==> src/rtl/lsr_pkg.sv <==
package lsr_pkg;
  // clamp an unsigned value into [lo, hi]
  function automatic int unsigned clip(input int unsigned v, input int unsigned lo,
                                       input int unsigned hi);
    if (v < lo) return lo;
    if (v > hi) return hi;
    return v;
  endfunction
endpackage

==> src/rtl/lsr_clkgen.sv <==
module lsr_clkgen #(
  parameter int DIVW = 16
) (
  input  logic            clk,
  input  logic            rst,
  input  logic [DIVW-1:0] half,
  output logic            sclk_o,
  output logic            rise_now
);
  logic [DIVW-1:0] cnt;
  logic            wrap;

  assign wrap     = (cnt >= half - 1'b1);
  assign rise_now = wrap && !sclk_o;

  always_ff @(posedge clk) begin
    if (rst) begin
      cnt    <= '0;
      sclk_o <= 1'b0;
    end else if (wrap) begin
      cnt    <= '0;
      sclk_o <= ~sclk_o;
    end else begin
      cnt <= cnt + 1'b1;
    end
  end

  // rising strobes are never back to back
  assert_rise_spaced_R1: assert property (@(posedge clk) disable iff (rst)
    rise_now |=> !rise_now);
endmodule

==> src/rtl/lsr_linegen.sv <==
module lsr_linegen #(
  parameter int CNTW = 16
) (
  input  logic            clk,
  input  logic            rst,
  input  logic            enable,
  input  logic            rise_now,
  input  logic [CNTW-1:0] hi_t,
  input  logic [CNTW-1:0] lo_t,
  output logic            sreset_o,
  output logic            line_start
);
  logic [CNTW-1:0] cnt;

  always_ff @(posedge clk) begin
    if (rst) begin
      sreset_o   <= 1'b0;
      cnt        <= '1;      // idle: first rise may start a line at once
      line_start <= 1'b0;
    end else begin
      line_start <= 1'b0;
      if (rise_now) begin
        if (sreset_o) begin
          if (cnt >= hi_t - 1'b1) begin
            sreset_o   <= 1'b0;
            cnt        <= '0;
            line_start <= 1'b1;
          end else begin
            cnt <= cnt + 1'b1;
          end
        end else if (cnt >= lo_t - 1'b1) begin
          if (enable) begin
            sreset_o <= 1'b1;
            cnt      <= '0;
          end
        end else begin
          cnt <= cnt + 1'b1;
        end
      end
    end
  end

  // reset edges only with a sensor clock rise
  assert_reset_aligned_R2: assert property (@(posedge clk) disable iff (rst)
    (sreset_o != $past(sreset_o)) |-> $past(rise_now));
endmodule

==> src/rtl/lsr_capture.sv <==
module lsr_capture #(
  parameter int DATAW = 12,
  parameter int IDXW  = 10,
  parameter int SENSW = 3,
  parameter int SYNC  = 2
) (
  input  logic             clk,
  input  logic             rst,
  input  logic             line_start,
  input  logic             trig_i,
  input  logic             eos_n_i,
  input  logic [DATAW-1:0] adc_i,
  input  logic [IDXW-1:0]  total,
  input  logic [SENSW-1:0] nsens,
  input  logic             m_ready,
  output logic             m_valid,
  output logic [DATAW-1:0] m_data,
  output logic [IDXW-1:0]  m_chan,
  output logic             m_sol,
  output logic             m_eol,
  output logic             short_err,
  output logic             ovf_err
);
  logic [SYNC:0]    trig_sh, eos_sh;
  logic             trig_rise, eos_fall, active, take;
  logic [IDXW-1:0]  idx;
  logic [SENSW-1:0] eos_cnt;

  always_ff @(posedge clk) begin
    if (rst) begin
      trig_sh <= '0;
      eos_sh  <= '1;
    end else begin
      trig_sh <= {trig_sh[SYNC-1:0], trig_i};
      eos_sh  <= {eos_sh[SYNC-1:0], eos_n_i};
    end
  end

  assign trig_rise = trig_sh[SYNC-1] && !trig_sh[SYNC];
  assign eos_fall  = !eos_sh[SYNC-1] && eos_sh[SYNC];
  assign take      = active && trig_rise && (idx < total);

  always_ff @(posedge clk) begin
    if (rst) begin
      m_valid   <= 1'b0;
      m_data    <= '0;
      m_chan    <= '0;
      m_sol     <= 1'b0;
      m_eol     <= 1'b0;
      short_err <= 1'b0;
      ovf_err   <= 1'b0;
      active    <= 1'b0;
      idx       <= '0;
      eos_cnt   <= '0;
    end else begin
      if (m_valid && m_ready) m_valid <= 1'b0;
      if (line_start) begin
        active    <= 1'b1;
        idx       <= '0;
        eos_cnt   <= '0;
        short_err <= 1'b0;
        ovf_err   <= 1'b0;
      end else if (active) begin
        if (take) begin
          idx <= idx + 1'b1;
          if (m_valid && !m_ready) begin
            ovf_err <= 1'b1;
          end else begin
            m_valid <= 1'b1;
            m_data  <= adc_i;
            m_chan  <= idx;
            m_sol   <= (idx == '0);
            m_eol   <= (idx == total - 1'b1);
          end
        end
        if (eos_fall) begin
          if (eos_cnt == nsens - 1'b1) begin
            active <= 1'b0;
            if (idx < total) short_err <= 1'b1;
          end else begin
            eos_cnt <= eos_cnt + 1'b1;
          end
        end
      end
    end
  end

  // stalled output holds
  assert_hold_R8: assert property (@(posedge clk) disable iff (rst)
    (m_valid && !m_ready) |=> (m_valid && $stable(m_data) && $stable(m_chan)));
  // overflow only appears while the output was stalled
  assert_ovf_cause_R9: assert property (@(posedge clk) disable iff (rst)
    $rose(ovf_err) |-> $past(m_valid && !m_ready));
  // start marker only on index zero
  assert_sol_first_R7: assert property (@(posedge clk) disable iff (rst)
    (m_valid && m_sol) |-> (m_chan == '0));
endmodule

==> src/rtl/lsr_ctrl.sv <==
module lsr_ctrl #(
  parameter int DIVW      = 16,
  parameter int MIN_HALF  = 2,
  parameter int MAX_HALF  = 1000,
  parameter int INTW      = 16,
  parameter int MIN_INTEG = 21,
  parameter int CHCFGW    = 8,
  parameter int MAX_CHAN  = 128,
  parameter int SENSW     = 3,
  parameter int MAX_SENS  = 4,
  parameter int DATAW     = 12,
  parameter int LOW_PAD   = 24,
  parameter int SYNC      = 2
) (
  input  logic              clk,
  input  logic              rst,
  input  logic              enable,
  input  logic [DIVW-1:0]   cfg_half,
  input  logic [INTW-1:0]   cfg_integ,
  input  logic [CHCFGW-1:0] cfg_chans,
  input  logic [SENSW-1:0]  cfg_sensors,
  output logic              sen_clk,
  output logic              sen_reset,
  input  logic              trig_i,
  input  logic              eos_n_i,
  input  logic [DATAW-1:0]  adc_i,
  output logic              m_valid,
  input  logic              m_ready,
  output logic [DATAW-1:0]  m_data,
  output logic [$clog2(MAX_CHAN*MAX_SENS+1)-1:0] m_chan,
  output logic              m_sol,
  output logic              m_eol,
  output logic              short_err,
  output logic              ovf_err
);
  import lsr_pkg::*;

  localparam int IDXW = $clog2(MAX_CHAN*MAX_SENS+1);
  localparam int CNTW = (INTW > IDXW + 3) ? INTW : IDXW + 3;

  logic [DIVW-1:0]  half_c;
  logic [IDXW-1:0]  chans_c, total;
  logic [SENSW-1:0] sens_c;
  logic [CNTW-1:0]  hi_t, lo_t;
  logic             rise_now, line_start;

  always_comb begin
    half_c  = DIVW'(clip(int'(cfg_half), MIN_HALF, MAX_HALF));
    chans_c = IDXW'(clip(int'(cfg_chans), 1, MAX_CHAN));
    sens_c  = SENSW'(clip(int'(cfg_sensors), 1, MAX_SENS));
    total   = IDXW'(int'(chans_c) * int'(sens_c));
    hi_t    = CNTW'(clip(int'(cfg_integ), MIN_INTEG, (1 << INTW) - 1));
    lo_t    = CNTW'(4 * int'(total) + LOW_PAD);
  end

  lsr_clkgen #(.DIVW(DIVW)) u_clk (
    .clk(clk), .rst(rst), .half(half_c), .sclk_o(sen_clk), .rise_now(rise_now));

  lsr_linegen #(.CNTW(CNTW)) u_line (
    .clk(clk), .rst(rst), .enable(enable), .rise_now(rise_now), .hi_t(hi_t),
    .lo_t(lo_t), .sreset_o(sen_reset), .line_start(line_start));

  lsr_capture #(.DATAW(DATAW), .IDXW(IDXW), .SENSW(SENSW), .SYNC(SYNC)) u_cap (
    .clk(clk), .rst(rst), .line_start(line_start), .trig_i(trig_i),
    .eos_n_i(eos_n_i), .adc_i(adc_i), .total(total), .nsens(sens_c),
    .m_ready(m_ready), .m_valid(m_valid), .m_data(m_data), .m_chan(m_chan),
    .m_sol(m_sol), .m_eol(m_eol), .short_err(short_err), .ovf_err(ovf_err));
endmodule

==> config.mk <==
export PLATFORM = sky130hd
export DESIGN_NAME = lsr_ctrl
export DESIGN_NICKNAME = d
export VERILOG_FILES = /design/src/rtl/lsr_pkg.sv /design/src/rtl/lsr_clkgen.sv /design/src/rtl/lsr_linegen.sv /design/src/rtl/lsr_capture.sv /design/src/rtl/lsr_ctrl.sv
export SDC_FILE = /design/constraint.sdc
export NUM_CORES = 1
export LEC_CHECK = 0
export BUFFER_PORTS_ARGS = -buffer_cell sky130_fd_sc_hd__buf_2
export CAP_MARGIN = 20
export CELL_PAD_IN_SITES_DETAIL_PLACEMENT = 1
export CELL_PAD_IN_SITES_GLOBAL_PLACEMENT = 1
export CORE_MARGIN = 2
export CORE_UTILIZATION = 43
export DETAILED_ROUTE_END_ITERATION = 10
export PLACE_DENSITY_LB_ADDON = 0.1
export SLEW_MARGIN = 30
export SYNTH_ARGS = -nofsm -noshare
export SYNTH_HDL_FRONTEND = slang
export SYNTH_SLANG_ARGS = --single-unit
==> constraint.sdc <==
create_clock -name clk -period 6.55 [get_ports clk]
set_clock_uncertainty 0.15 [all_clocks]
set_input_delay 0.655 -clock clk [delete_from_list [all_inputs] [get_ports clk]]
set_output_delay 0.655 -clock clk [all_outputs]
set_load 0.03 [all_outputs]
==> impl_metrics.csv <==
group,metric,value,unit
worst_setup_path,path_cells,"buf_2, nor4_1, a21oi_1, nor3_2, fa_1, ha_1, fa_1, a211oi_2, nor2_1, xor2_2, nand3_1, or3_1, or3_1, ha_1, or4_1, a21oi_1, o21ai_1, a21oi_2, nor3_1, or3b_4, or4_1, a31oi_1",
worst_setup_path,arrival,6340,ps
die,die_w,123,um
timing,setup_viol,0,
worst_setup_path,critical_path.endpoint_type,"register",
global_route,grt_pass1_vias,5896,
flow_run,cap_violations,0,
synthesis,synth_top_family_by_area,"simple AND/OR/NAND/NOR gates",
worst_setup_path,startpoint_type,"input pin",
worst_setup_path,crit_family,"simple AND/OR/NAND/NOR gates",
synthesis,async_flop_share,0,
worst_setup_path,max_stage_delay,520,ps
synthesis,netlist_area,6120,um^2
global_route,grt_usage,0.222,
clock_tree,cts_resized,0,
global_route,antenna_found_initial,1,
routing,drtIter0Drc,194,
timing,min_period,6230,ps
placed_design,place_congestion,0.872,
synthesis,avgSynthCellArea,8.02,um^2
synthesis,yosys.area_share.xor_xnor,0.114,
pwr,power.density,169,nW/um^2
placed_design,hpwl,13000,um
synthesis,ys.warnings.count,0,
timing,hold_violations,0,
routing,ant_nets,0,
timing,setup_tns,0,ps
global_route,overflow,0,
clock_tree,htreeDepth,3,
timing,max_freq,161,MHz
worst_setup_path,crit_type,"input pin to register",
die,initial_core_util,0.441,
synthesis,synth-adder-area-share,0.170,
clock_tree,cts_made_buffers,9,
routing,firstDrtPassIters,4,
cells_and_area,layout_common_cells,"nand2_1, buf_2, dfxtp_1, nor2_1, ha_1",
cells_and_area,layout-drive-gt1-share,0.155,
timing,hold_slack,271,ps
placed_design,placed_cell_area,6760,um^2
worst_setup_path,path_buf_inv,1,
timing,grt_setup_unrepaired,"false",
die,io_pins,90,
clock_tree,numClockSinks,82,
worst_setup_path,slowest_stage,"or4_1",
routing,drc,0,
synthesis,synth_seq_area_share,0.268,
synthesis,muxShareOfSynthArea,0.00163,
outcome,status,"complete, no violations",
worst_setup_path,cp_max_fo,30,
routing,wl_met3,610,um
synthesis,yosys.area_share.simple,0.260,
timing,fin_crit_sh,0.951,
pwr,power.leakage,3.08,nW
die,die_area,15200,um^2
routing,wl_met2,8390,um
global_route,grt_max_degree,38,
synthesis,synth_compound_area_frac,0.146,
routing,top_layer,"met4",
routing,wl_per_cell,15.9,um
die,die_h,123,um
clock_tree,clockBufferDepth,2,
synthesis,synthCells,763,
cells_and_area,area_growth_syn_to_layout,15.3,%
global_route,grt_pass1_wl,27200,um
pwr,p_total,0.00119,W
placed_design,io_buffers,89,
cells_and_area,layout_commonest_cell,"nand2_1",
timing,worst_pin_slew,700,ps
synthesis,ys_ff_latch,82,
die,rows,43,
worst_setup_path,required,6660,ps
timing,slew-limit-headroom,0.533,
clock_tree,cts_root_buf,"clkbuf_16",
synthesis,synth_edf_count,0,
clock_tree,clk_pin_slew_worst_paths,60,ps
pwr,vdd_drop_max,0.000149,V
timing,drv_slew,0,
worst_hold_path,hp-class,"register to register",
cells_and_area,nets,987,
synthesis,synthFlopType,"dfxtp_1",
routing,wl_met1,7140,um
cells_and_area,design_area,7060,um^2
clock_tree,cts_tree,"built",
clock_tree,cts_setup_buffers,0,
clock_tree,cts_hold_buf,0,
routing,vias,5686,
routing,wirelength,16400,um
synthesis,ys_types,65,
die,coreArea,13900,um^2
clock_tree,clk_latency,350,ps
routing,via_per_inst,5.50,
==> cells in the mapped netlist (2+ instances only) <==
cell type  instances  area share
a211o_1            2      0.0029
or4_1             12       0.015
nor4_1             8      0.0082
o31ai_1            9       0.011
ha_1              72        0.15
o21a_1             7      0.0086
xor2_1            33       0.047
dfxtp_1           82        0.27
a211oi_2           2      0.0041
nand2b_1          10       0.010
or4_4              2      0.0037
a21o_1             6      0.0074
and3_1            14       0.014
nor3b_1            2      0.0025
nor3_1            15       0.012
nand4b_1           2      0.0029
a31oi_1           15       0.015
buf_2              2      0.0016
nand3_1           24       0.020
inv_1             35       0.021
o21bai_1           3      0.0037
clkbuf_1          21       0.013
nor2b_1           17       0.017
nor4b_1            2      0.0029
o21ai_0           18       0.015
or3_1             14       0.014
nand2_1           94       0.058
a311oi_1           2      0.0029
a211oi_1           2      0.0025
a21oi_1           57       0.047
xnor2_1           43       0.062
nand4_1           16       0.016
nand3b_1           3      0.0037
and2_1             5      0.0051
nor2_1            72       0.044
fa_1               7       0.023
or2_2              4      0.0041
o211ai_1           2      0.0025
==> flip-flops by register name, summed over array words and instances, names as in the netlist, 3 cells and up <==
register / cells
u_cap.m_data: 12
u_cap.eos_sh: 3
u_cap.eos_cnt: 3
u_cap.m_chan: 10
u_line.cnt: 16
u_clk.cnt: 16
u_cap.idx: 10
u_cap.trig_sh: 3
==> worst register-to-register path, cell delays in order, from the launching register on <==
cell and delay (ps):
dfxtp_1 460, inv_1 80, ha_1 270, nand2b_1 100, a21oi_1 60, o21ai_0 150, a221oi_1 140, o211ai_1 420
or3b_4 570, or4_1 520, a31oi_1 170
==> metal layers <==
metal,GRT usage,vias up
li1,-,2849
met1,0.255,2721
met2,0.412,95
met3,0.0387,21
met4,0.0753,0
met5,0,-
==> through the flow <==
step            util  worst slack [ps]  instances
6_report       0.508               323       1033
5_1_grt        0.508              27.5       1032
4_1_cts        0.508               208       1032
3_3_place_gp   0.487               206       1016
3_5_place_dp   0.487              -116       1016
2_1_floorplan      -               425        765
==> cell type report <==
class	instances	area, um^2
Antenna cell	1	2.50
Fill cell	1749	6820
Sequential cell	82	1640
Multi-Input combinational cell	621	4250
Tap cell	180	225
Clock inverter	6	50.0
Clock buffer	10	239
Timing Repair Buffer	96	510
Inverter	37	139
==> worst paths after layout <==
kind	from	to	slack [ps]	cells past startpoint
setup / recovery	cfg_chans[1]	u_line.cnt[14]$_SDFFE_PP1P_	320	22
hold / removal	u_cap.eos_sh[0]$_SDFF_PP1_	u_cap.eos_sh[1]$_SDFF_PP1_	270	1
setup reg to reg	u_clk.cnt[0]$_SDFF_PP0_	u_line.cnt[14]$_SDFFE_PP1P_	3380	10
hold reg to reg	u_cap.eos_sh[0]$_SDFF_PP1_	u_cap.eos_sh[1]$_SDFF_PP1_	270	1
==> report_power, final <==
| group | leakage, nW | total (W) | internal (W) | switching [W] |
|---|---|---|---|---|
| clock | 0.136 | 0.000486 | 0.000271 | 0.000215 |
| sequential | 0.663 | 0.000505 | 0.000502 | 0.00000357 |
| combinational | 2.28 | 0.000203 | 0.0000871 | 0.000116 |
==> logic make-up after synthesis <==
| logic type | count (synthesis) |
|---|---|
| buffers and inverters | 62 |
| XOR/XNOR | 78 |
| AND/OR/NAND/NOR | 320 |
| AO/OA/AOI/OAI | 140 |
| multiplexers | 1 |
| adder cells (fa/ha/maj) | 79 |
| other | 1 |
| flip-flops | 82 |
(Power assumes the default switching activity.)
